## src/rtl/hpx_pkg.sv

```systemverilog
package hpx_pkg;
    localparam int BYTE_W = 8;

    typedef enum logic [1:0] {
        ST_IDLE,
        ST_FETCH,
        ST_DRAIN,
        ST_DONE
    } hpx_state_e;
endpackage

```

## src/rtl/hpx_word_buf.sv

```systemverilog
module hpx_word_buf #(
    parameter int WORD_W = 32
) (
    input  logic              clk,
    input  logic              rst_n,
    input  logic              load,
    input  logic [WORD_W-1:0] din,
    output logic [WORD_W-1:0] dout
);
    always_ff @(posedge clk or negedge rst_n) begin
        if (!rst_n) begin
            dout <= '0;
        end else if (load) begin
            dout <= din;
        end
    end
endmodule

```

## src/rtl/hpx_lane_sel.sv

```systemverilog
module hpx_lane_sel #(
    parameter int WORD_W = 32,
    localparam int LANES = WORD_W / hpx_pkg::BYTE_W,
    localparam int LW    = $clog2(LANES)
) (
    input  logic [WORD_W-1:0]          word,
    input  logic [LW-1:0]              lane,
    output logic [hpx_pkg::BYTE_W-1:0] byte_o
);
    logic [hpx_pkg::BYTE_W-1:0] lanes [LANES];

    for (genvar g = 0; g < LANES; g++) begin : g_lane
        assign lanes[g] = word[g*hpx_pkg::BYTE_W +: hpx_pkg::BYTE_W];
    end

    assign byte_o = lanes[lane];
endmodule

```

## src/rtl/hpx_unpack.sv

```systemverilog
module hpx_unpack #(
    parameter int XW     = 12,
    parameter int YW     = 12,
    parameter int WORD_W = 32
) (
    input  logic              clk,
    input  logic              rst_n,
    input  logic              start,
    input  logic [XW-1:0]     x_last,
    input  logic [YW-1:0]     y_last,
    input  logic              wr_en,
    input  logic [WORD_W-1:0] wr_data,
    output logic              wr_ready,
    output logic              out_valid,
    input  logic              out_ready,
    output logic [7:0]        out_byte,
    output logic              out_row_end,
    output logic              out_frame_end,
    output logic              frame_done
);
    import hpx_pkg::*;

    localparam int LANES = WORD_W / BYTE_W;
    localparam int LW    = $clog2(LANES);

    hpx_state_e state, state_nxt;

    logic [XW-1:0]     col, x_lim;
    logic [YW-1:0]     row, y_lim;
    logic [LW-1:0]     lane;
    logic [WORD_W-1:0] held;
    logic              last_col, last_row, last_lane, fire, load;

    assign last_col  = (col == x_lim);
    assign last_row  = (row == y_lim);
    assign last_lane = (lane == LW'(LANES - 1));
    assign fire      = (state == ST_DRAIN) && out_ready;
    assign load      = (state == ST_FETCH) && wr_en && !start;

    hpx_word_buf #(.WORD_W(WORD_W)) u_buf (
        .clk  (clk),
        .rst_n(rst_n),
        .load (load),
        .din  (wr_data),
        .dout (held)
    );

    hpx_lane_sel #(.WORD_W(WORD_W)) u_sel (
        .word  (held),
        .lane  (lane),
        .byte_o(out_byte)
    );

    // Next-state logic
    always_comb begin
        state_nxt = state;
        if (start) begin
            state_nxt = ST_FETCH;                        // START
        end else begin
            unique case (state)
                ST_IDLE:  state_nxt = ST_IDLE;
                ST_FETCH: if (wr_en) state_nxt = ST_DRAIN; // LOAD
                ST_DRAIN: begin
                    if (out_ready) begin
                        if (last_col)
                            state_nxt = last_row ? ST_DONE : ST_FETCH; // FINISH / NEXT_WORD
                        else if (last_lane)
                            state_nxt = ST_FETCH;                      // NEXT_WORD
                    end
                end
                ST_DONE:  state_nxt = ST_DONE;
            endcase
        end
    end

    // State register
    always_ff @(posedge clk or negedge rst_n) begin
        if (!rst_n) state <= ST_IDLE;
        else        state <= state_nxt;
    end

    // Counters and completion pulse
    always_ff @(posedge clk or negedge rst_n) begin
        if (!rst_n) begin
            col        <= '0;
            row        <= '0;
            lane       <= '0;
            x_lim      <= '0;
            y_lim      <= '0;
            frame_done <= 1'b0;
        end else if (start) begin
            col        <= '0;
            row        <= '0;
            lane       <= '0;
            x_lim      <= x_last;
            y_lim      <= y_last;
            frame_done <= 1'b0;
        end else begin
            frame_done <= fire && last_col && last_row;
            if (load) begin
                lane <= '0;
            end
            if (fire) begin
                if (last_col) begin
                    col <= '0;
                    row <= row + 1'b1;
                end else begin
                    col  <= col + 1'b1;
                    lane <= lane + 1'b1;
                end
            end
        end
    end

    // Outputs
    always_comb begin
        wr_ready      = (state != ST_DRAIN);
        out_valid     = (state == ST_DRAIN);
        out_row_end   = out_valid && last_col;
        out_frame_end = out_valid && last_col && last_row;
    end
endmodule

```

## config.mk

```make
export PLATFORM = sky130hd
export DESIGN_NAME = hpx_unpack
export DESIGN_NICKNAME = d
export VERILOG_FILES = /design/src/rtl/hpx_pkg.sv /design/src/rtl/hpx_word_buf.sv /design/src/rtl/hpx_lane_sel.sv /design/src/rtl/hpx_unpack.sv
export SDC_FILE = /design/constraint.sdc
export NUM_CORES = 1
export LEC_CHECK = 0
export ABC_CLOCK_PERIOD_IN_PS = 3500
export BUFFER_PORTS_ARGS = -buffer_cell sky130_fd_sc_hd__buf_2
export CAP_MARGIN = 5
export CORE_MARGIN = 10
export CORE_UTILIZATION = 45
export DETAILED_ROUTE_END_ITERATION = 12
export PLACE_DENSITY = 0.76
export RECOVER_POWER = 50
export REMOVE_ABC_BUFFERS = 1
export SKIP_LAST_GASP = 1
export SLEW_MARGIN = 5
export SYNTH_ARGS = -nofsm -noshare
export SYNTH_HDL_FRONTEND = slang
export SYNTH_HIERARCHICAL = 1
export SYNTH_SLANG_ARGS = --single-unit
```

## constraint.sdc

```tcl
create_clock -name clk -period 3.5 [get_ports clk]
set_input_delay 0.525 -clock clk [delete_from_list [all_inputs] [get_ports clk]]
set_output_delay 0.525 -clock clk [all_outputs]
set_load 0.03 [all_outputs]
```

### After elaboration in Yosys (flattened, before gate mapping)

Index checks and enable logic that the tools add are counted.

| storage, ports and cells | value |
|---|---|
| bits in registers | 85 |

| cells by class | value |
|---|---|
| $add $sub $neg | 3 |
| order comparisons | 1 |
| equality and inequality tests | 10 |
| mux-type cells | 21 |
| bitwise gates (word level) | 1 |
| reductions and logical operators | 13 |

Operator list:

| kind | number |
|---|---|
| 12-bit 2-to-1 mux | 6 |
| 12-bit by 1-bit adder with 12-bit output (second input constant) | 2 |
| 12-bit == test | 2 |
| 2-bit 2-to-1 mux | 10 |
| 8-bit binary-select mux with 2-bit select | 1 |
| 8-bit 2-to-1 mux | 2 |
| 2-bit one-hot mux with 4 select lines | 1 |
| 1-bit logical AND | 7 |
| 2-bit == test (second input constant) | 3 |
| 4-bit by 2-bit != test with 1-bit output (second input constant) | 1 |
| 2-bit nonzero test | 2 |
| 3-bit greater-or-equal comparator (second input constant) | 1 |
| 3-bit by 2-bit != test with 1-bit output (second input constant) | 1 |
| 3-bit != test (second input constant) | 1 |
| 2-bit NOT with 3-bit output | 1 |
| 3-bit AND reduction | 1 |
| 2-bit by 1-bit adder with 2-bit output (second input constant) | 1 |
| 2-bit by 1-bit == test with 1-bit output (second input constant) | 1 |
| 2-bit zero test | 1 |
| 2-bit != test (second input constant) | 1 |
| 2-bit AND reduction | 1 |
| 1-bit zero test | 1 |
| 1-bit 2-to-1 mux | 1 |

### Depth between registers and ports, before layout

Gate-level depths: netlist of the first run.

| logic depth | value |
|---|---|
| depth after elaboration | 7 |
| mapped depth | 7 |
| mapped depth without buffers | 6 |

### By module

The synthesis of the first run kept the hierarchy.

Modules (own cells, without submodules):

| module | instances | cells an instance | area an instance (um2) | sequential area each (um2) |
|---|---|---|---|---|
| hpx_unpack | 1 | 257 | 2728.9 | 1326.3 |
| hpx_word_buf | 1 | 68 | 1345.0 | 800.8 |
| hpx_lane_sel | 1 | 10 | 196.4 | 0.0 |

### Worst setup path after synthesis of the first run

No wires, ideal clock.

| path | value |
|---|---|
| kind | register to output |
| start point | register col[3] |
| end point | output out_frame_end |
| arrival | 1.955 ns |
| data required time | 2.975 ns |
| path slack | 1.020 ns |
| stages on the path, launching flop included | 6 |
| path buffers | 1 |
| cells stage by stage | dfrtp_1 -> xor2_1 -> nor4_2 -> nand3_1 -> clkbuf_1 -> nor3_1 |

| on the way | value |
|---|---|
| word-level cells in the longest chain between the ends | 3 |

Ends and longest elaborated chain:

| item | RTL line | source |
|---|---|---|
| start, declared | hpx_unpack.sv:28 | `logic [XW-1:0] col, x_lim;` |
| start signal, assigned | hpx_unpack.sv:108 | `col <= col + 1'b1;` |
| 12-bit == test | hpx_unpack.sv:34 | `assign last_col = (col == x_lim);` |
| 1-bit logical AND (2 in series) | hpx_unpack.sv:120 | `out_frame_end = out_valid && last_col && last_row;` |
| end, declared | hpx_unpack.sv:18 | `output logic out_frame_end,` |

Every way passes these cells.

### Worst setup path in the final report of the first run

Ends and elaborated chain as after synthesis.

==> results of run 1 <==
-- how the worst max path moves through the flow --
stage | end | cells after the start
detailed placement | out_frame_end | 5
global placement | out_frame_end | 5
finish | out_frame_end | 5
floorplan | u_buf/dout[29] | 3
global route | out_frame_end | 5
CTS | out_frame_end | 5
-- cell type report --
class | instances | share of cell area [%]
Timing Repair Buffer | 75 | 7.82
Multi-Input combinational cell | 222 | 40.6
Tap cell | 129 | 3.33
Inverter | 9 | 0.696
Clock buffer | 10 | 2.63
Clock inverter | 5 | 1.08
Sequential cell | 85 | 43.8
-- registers in the layout, indices dropped and copies added (netlist names) --
signal and cells:
col 12, frame_done 1, lane 2, row 12, state 2, u_buf/dout 32
x_lim 12, y_lim 12
-- kinds of logic (layout without fill, tap and decap cells) --
family / after synthesis / in the layout / share of synthesized area (%)
flip-flops: 85 / 85 / 49.8
AND/OR/NAND/NOR: 80 / 80 / 10.8
multiplexers: 65 / 65 / 21.9
AO/OA/AOI/OAI: 45 / 45 / 6.53
XOR/XNOR: 29 / 29 / 5.95
buffers and inverters: 28 / 99 / 4.19
adder cells (fa/ha/maj): 3 / 3 / 0.879
-- placed cells by master, fill, tap and decap left out, types with 9 or more instances in the layout --
cell type / instances
mux2_2: 26
inv_1: 9
or4_1: 9
clkbuf_8: 9
a21oi_1: 19
nand3_1: 9
dfrtp_1: 85
xor2_1: 26
buf_2: 71
o21ai_0: 9
mux2_4: 30
nor2_1: 9
nand2_1: 14
-- per-layer routing --
| metal | vias to the layer above | share of wire, % |
|---|---|---|
| met3 | 13 | 5.8 |
| met2 | 79 | 47 |
| met5 | - | 0 |
| met1 | 1442 | 45 |
| li1 | 1352 | - |
| met4 | 0 | 1.6 |
-- per-stage QoR --
stage / instances / util [%] / setup slack (ns)
4_1_cts: 535 / 52.5 / 0.575
3_3_place_gp: 520 / 50.6 / 1.06
5_1_grt: 535 / 52.5 / 0.391
2_1_floorplan: 316 / - / -1.21
6_report: 535 / 52.5 / 0.570
3_5_place_dp: 520 / 50.6 / 0.981
-- power by group through the flow --
stage	registers, mW	logic [mW]	clock network, mW
2_1_floorplan	1.17	0.302	0
3_3_place_gp	1.19	0.405	0
3_5_place_dp	1.20	0.415	0
4_1_cts	1.18	0.419	0.687
5_1_grt	1.19	0.449	0.732
6_report	1.17	0.414	0.660
==> results.md, run 1 <==
* Clock Path Buffers at 2
* Final wirelength at around 9300 µm
* Synth cell count leaders: dfrtp_1, mux2_4, mux2_2, xor2_1, a21oi_1
* Final setup skew at ~0.0075 ns
* Initial antenna violation count at 0
* Top delay family on crit path: simple AND/OR/NAND/NOR gates
* Starting Density at between 40% and 50%
* DR WL/cell at approximately 17 µm
* Initial DRC Count at approximately 160
* Run status: finished, violations left
* Pin count of the biggest net entering global routing at 86
* Synth Instances at between 300 and 400
* Worst Setup SP: col[3]
* CTS Root Cell: clkbuf_8
* Worst Hold Class: input port to flip-flop
* Critical path's largest stage delay at roughly 0.44 ns
* Worst hold slack at between 0.3 and 0.4 ns
* Hpwl dp at ~6600 µm
* Post-CTS Resized at 0
* Clock share of power at ~30%
* Synth area leaders: dfrtp_1, mux2_4, mux2_2
* Final min period at 2.93 ns
* Rows at 35
* Synth Flop Type: dfrtp_1
* Post-synth EDFFs at 0
* Fmax at around 340 MHz
* RSZ-0062 raised after global routing: false
* Failing checks: max-capacitance violations, max-slew violations
* Sw Ratio at about a quarter
* NetSw at just under 0.6 mW
* FILL cells at between 800 and 900
* CTS tree: done
* GP Congestion at roughly 0.84
* Reg2reg end: row[10]
* Hold Crit Depth at 2
* Yosys top cell by area: dfrtp_1
* First-pass GRT wire length at 15700 µm
* Via count at ~2900
* Die area at between 10000 and 15000 µm²
* Yosys cell types at 39
* Worst-path clk slew at roughly 0.090 ns
* DRC at 0
* Worst vdd ir at between 0.2 and 0.3 mV
* Avg Inst Size Synth at 12.7 µm²
* Power Internal at between 1.5 and 2 mW
* CTS Buf Count at 9
* Crit Path Max Fanout at 11
* Final setup TNS at 0 ns
* Worst setup EP type: output port
* I/O Buffers at 73
* Yosys warning count at 6
* Area occupied by multi-input gates at ~2000 µm²
* CP Buf/Inv Count at 1
* Finished Cell Area at a little under 5000 µm²
* Core box area at 9240 µm²
* Slew headroom at -42.8%
* DR pass1 iterations at 4
* Startpoint types: flip-flop
* Setup Viol. Count Final at 0
* Placement Cell Area at roughly 4700 µm²
* Post-CTS Hold Fix Bufs at 0
* Crit-path slowest cell: dfrtp_1
* FF+latch count, synth at 85
* Routed vias/inst at 5.39
* Hold Crit Start: wr_data[1]
* GRT overflow at 0
* RR Startpoint: col[3]
* Hold endpoint: u_buf/dout[1]
* Most frequent cell after synthesis: dfrtp_1
* M3 GR Usage at under 10%
* Die Y at 117 µm
* R2R depth at 5
* Sequential share of power at 52.2%
* Sequential standard cell area at roughly 2100 µm²
* Cell Pwr Density at ~460 nW/µm²
* Setup Fix Bufs, Post-CTS at 0
* Vias in the first global route at 3112
* Post-synth top area share at ~50%
* Comb pwr share at roughly 18%
* Share of cells above drive strength 1 at between 30% and 40%
* Power after layout at 2.25 mW
* Arr. time, crit path at ~2.4 ns
* CP cell instances: xor2_1 > nor4_2 > nand3_1 > nor3_1 > buf_2
* Post-synth ARST share at between 90% and 100%
* Total GRT Usage at between 10 and 15%
* Slew @ Worst Pin at about 2.1 ns
* Die X at 117 µm
* H-tree depth at 3
* Critical Path RT at just under 3 ns
* Clk sink count at 85
* Routing usage on met1 at 17.4%
* Sequential area share after synthesis at approximately 50%
* GR Util met2 at a little over a fifth
* Max-slew violation count at 126
* ANT cells at 0
* Final nets at about 470
* Area of the mapped netlist at around 4300 µm²
* Leak Pwr at approximately 2.2 nW
* GR peak layer: met2
* Part of the cycle the worst path needs at between 80% and 90%
* Worst R2R Setup Slack at between 1 and 1.5 ns
* CP Class: flip-flop to output port
* P&R area growth vs syn at 13.6%
* Hold Fails Final Rpt at 0
* I/O pins at between 70 and 80
* Max-Cap Viols at 2
* Worst skew pair latency at between 0.3 and 0.4 ns
* Final ANT Viol Nets at 0
Note: power is estimated with default switching activity, not from simulation.
==> inputs of run 2 (changes only) <==
--- a/config.mk
+++ b/config.mk
@@ -5,13 +5,13 @@
 export SDC_FILE = /design/constraint.sdc
 export NUM_CORES = 1
 export LEC_CHECK = 0
-export ABC_CLOCK_PERIOD_IN_PS = 3500
+export ABC_CLOCK_PERIOD_IN_PS = 2450
 export BUFFER_PORTS_ARGS = -buffer_cell sky130_fd_sc_hd__buf_2
 export CAP_MARGIN = 5
 export CORE_MARGIN = 10
 export CORE_UTILIZATION = 45
 export DETAILED_ROUTE_END_ITERATION = 12
-export PLACE_DENSITY = 0.76
+export PLACE_DENSITY = 0.79
 export RECOVER_POWER = 50
 export REMOVE_ABC_BUFFERS = 1
 export SKIP_LAST_GASP = 1
==> constraint.sdc (replaced) <==
create_clock -name clk -period 2.45 [get_ports clk]
set_input_delay 0.3675 -clock clk [delete_from_list [all_inputs] [get_ports clk]]
set_output_delay 0.3675 -clock clk [all_outputs]
set_load 0.03 [all_outputs]
==> run 2 against run 1 <==
Net effect: the run now ends clean; power up 42%; sequential cell count did not move; critical path type unchanged; sequential share of layout area down 0.53 points; worst hold slack lost 0.21 ns; critical endpoint unchanged; highest routed layer unchanged.
==> results.md, run 2 (synthesis results as in run 1) <==
* Run status: finished clean
* Routed vias/inst at roughly 5.4
* I/O pins at 74
* P&R area growth vs syn at 15.1%
* Leak Pwr at 2.23 nW
* Setup Viol. Count Final at 0
* GRT overflow at 0
* Initial antenna violation count at 0
* H-tree depth at 3
* Crit Path Max Fanout at 6
* Core box area at approximately 9200 µm²
* Crit-path slowest cell: dfrtp_1
* Total GRT Usage at around 14%
* Cell Pwr Density at 647 nW/µm²
* Rows at 35
* CTS tree: done
* Finished Cell Area at 4910 µm²
* Starting Density at between 40% and 50%
* Hold Fails Final Rpt at 0
* GP Congestion at just under 0.9
* Pre-CTS setup slack at 0.323 ns
* Startpoint types: flip-flop
* Worst-path clk slew at about 0.080 ns
* GR Util met2 at a little over a fifth
* Part of the cycle the worst path needs at approximately 95%
* Arr. time, crit path at slightly below 2 ns
* Top delay family on crit path: simple AND/OR/NAND/NOR gates
* Worst hold slack at approximately 0.18 ns
* Placement Cell Area at roughly 4700 µm²
* M3 GR Usage at 4.56%
* Fin util at ~53%
* Clk sink count at 85
* CP Buf/Inv Count at 1
* Die Y at ~120 µm
* CP Class: flip-flop to output port
* Most common cell after layout, fill and taps aside: dfrtp_1
* Worst Setup SP: row[8]
* Pin count of the biggest net entering global routing at 46
* Worst setup EP type: output port
* Vias in the first global route at between 3000 and 4000
* Initial DRC Count at around 230
* GR peak layer: met2
* DRC at 0
* Hpwl dp at roughly 6800 µm
* Die X at 117 µm
* Fmax at between 400 and 500 MHz
* Via count at slightly below 3000
* RR Startpoint: col[5]
* First-pass GRT wire length at roughly 16000 µm
* Critical Path RT at about 2.1 ns
* Commonest cells after routing, fill and taps aside: dfrtp_1, buf_2, mux2_4, xor2_1, mux2_2
* Reg with most FFs: u_buf/dout
* ANT cells at 0
* CTS Buf Count at 9
* Power after layout at approximately 3.2 mW
* Critical path's largest stage delay at 0.45 ns
* DR pass1 iterations at 4
* Die area at about 14000 µm²
* Final nets at about 470
* Max reg flops at 32
* Final setup skew at around 0.012 ns
* Share of cells above drive strength 1 at between 40% and 50%
* Slew @ Worst Pin at around 1.1 ns
* Clock Path Buffers at 2
* DR WL/cell at between 15 and 20 µm
* Final min period at around 2.3 ns
* Routing usage on met1 at 18.1%
* CP cell instances: xor2_1 > nor4_2 > nand3_1 > nor3_2 > buf_4
* I/O Buffers at 73
* Worst Hold Class: input port to asynchronous set/reset pin
* Max-slew violation count at 0
* Max-Cap Viols at 0
* Post-CTS Hold Fix Bufs at 0
* Final wirelength at roughly 9400 µm
* CTS Root Cell: clkbuf_8
* Worst vdd ir at ~0.4 mV
* Final ANT Viol Nets at 0
* Worst setup margin at ~0.12 ns
* Slew headroom at a little over a quarter
* Worst skew pair latency at roughly 0.35 ns
run 2: cell types whose count changed in the layout (fill, tap and decap cells not counted), sizes merged:
cell,before,now
clkbuf,12,16
bufinv,1,0
buf,73,76
run 2: path summary, 6_finish.rpt:
path | end | slack (ns) | depth (start not counted)
worst max-delay path | out_frame_end | 0.12 | 5
worst min-delay path | u_buf/dout[6] | 0.18 | 1
worst max register to register | row[6] | 0.18 | 7
worst min register to register | u_buf/dout[27] | 0.51 | 1
max in group asynchronous | x_lim[8] | 0.63 | 2
min in group clk | x_lim[5] | 0.24 | 2
run 2: worst reg2reg max path, cell delays in order, from the launching register on:
cell and delay, ns:
dfrtp_2 0.45, xor2_1 0.18, nor4_2 0.37, buf_4 0.18, nand4_2 0.09, buf_4 0.23, or4_1 0.53, a21oi_1 0.16
run 2: what timing repair did:
item / in CTS / in global routing
endpoints found under the hold margin: 0 / 0
setup endpoints to repair: 0 / 1
buffers inserted: 0 / 1
resized for setup: 0 / 5
run 2: per-stage QoR:
stage                     cells  TNS, ns
after detailed placement    524        0
after CTS                   540        0
after floorplan             316   -70.76
after global placement      524        0
final                       541        0
after global routing        541  -0.0103
run 2: routing by layer:
| metal | wire length [µm] | vias to the layer above | part of all wire, % |
|---|---|---|---|
| met5 | 0 | - | 0 |
| met4 | 99 | 0 | 1.1 |
| met3 | 573 | 8 | 6.1 |
| met2 | 4390 | 90 | 47 |
| met1 | 4310 | 1471 | 46 |
| li1 | - | 1357 | - |
run 2: layout make-up:
class | instances | area, µm²
fill | 789 | 4330
timing repair buffer | 80 | 425
multi-input combinational | 222 | 1990
clock inverter | 4 | 22.5
tap | 129 | 161
sequential | 85 | 2130
clock buffer | 12 | 155
inverter | 9 | 33.8
run 2: power breakdown:
part	switching, mW	internal (mW)	leakage (nW)
sequential	0.105	1.58	1.06
clock	0.485	0.419	0.0921
combinational	0.257	0.340	1.08
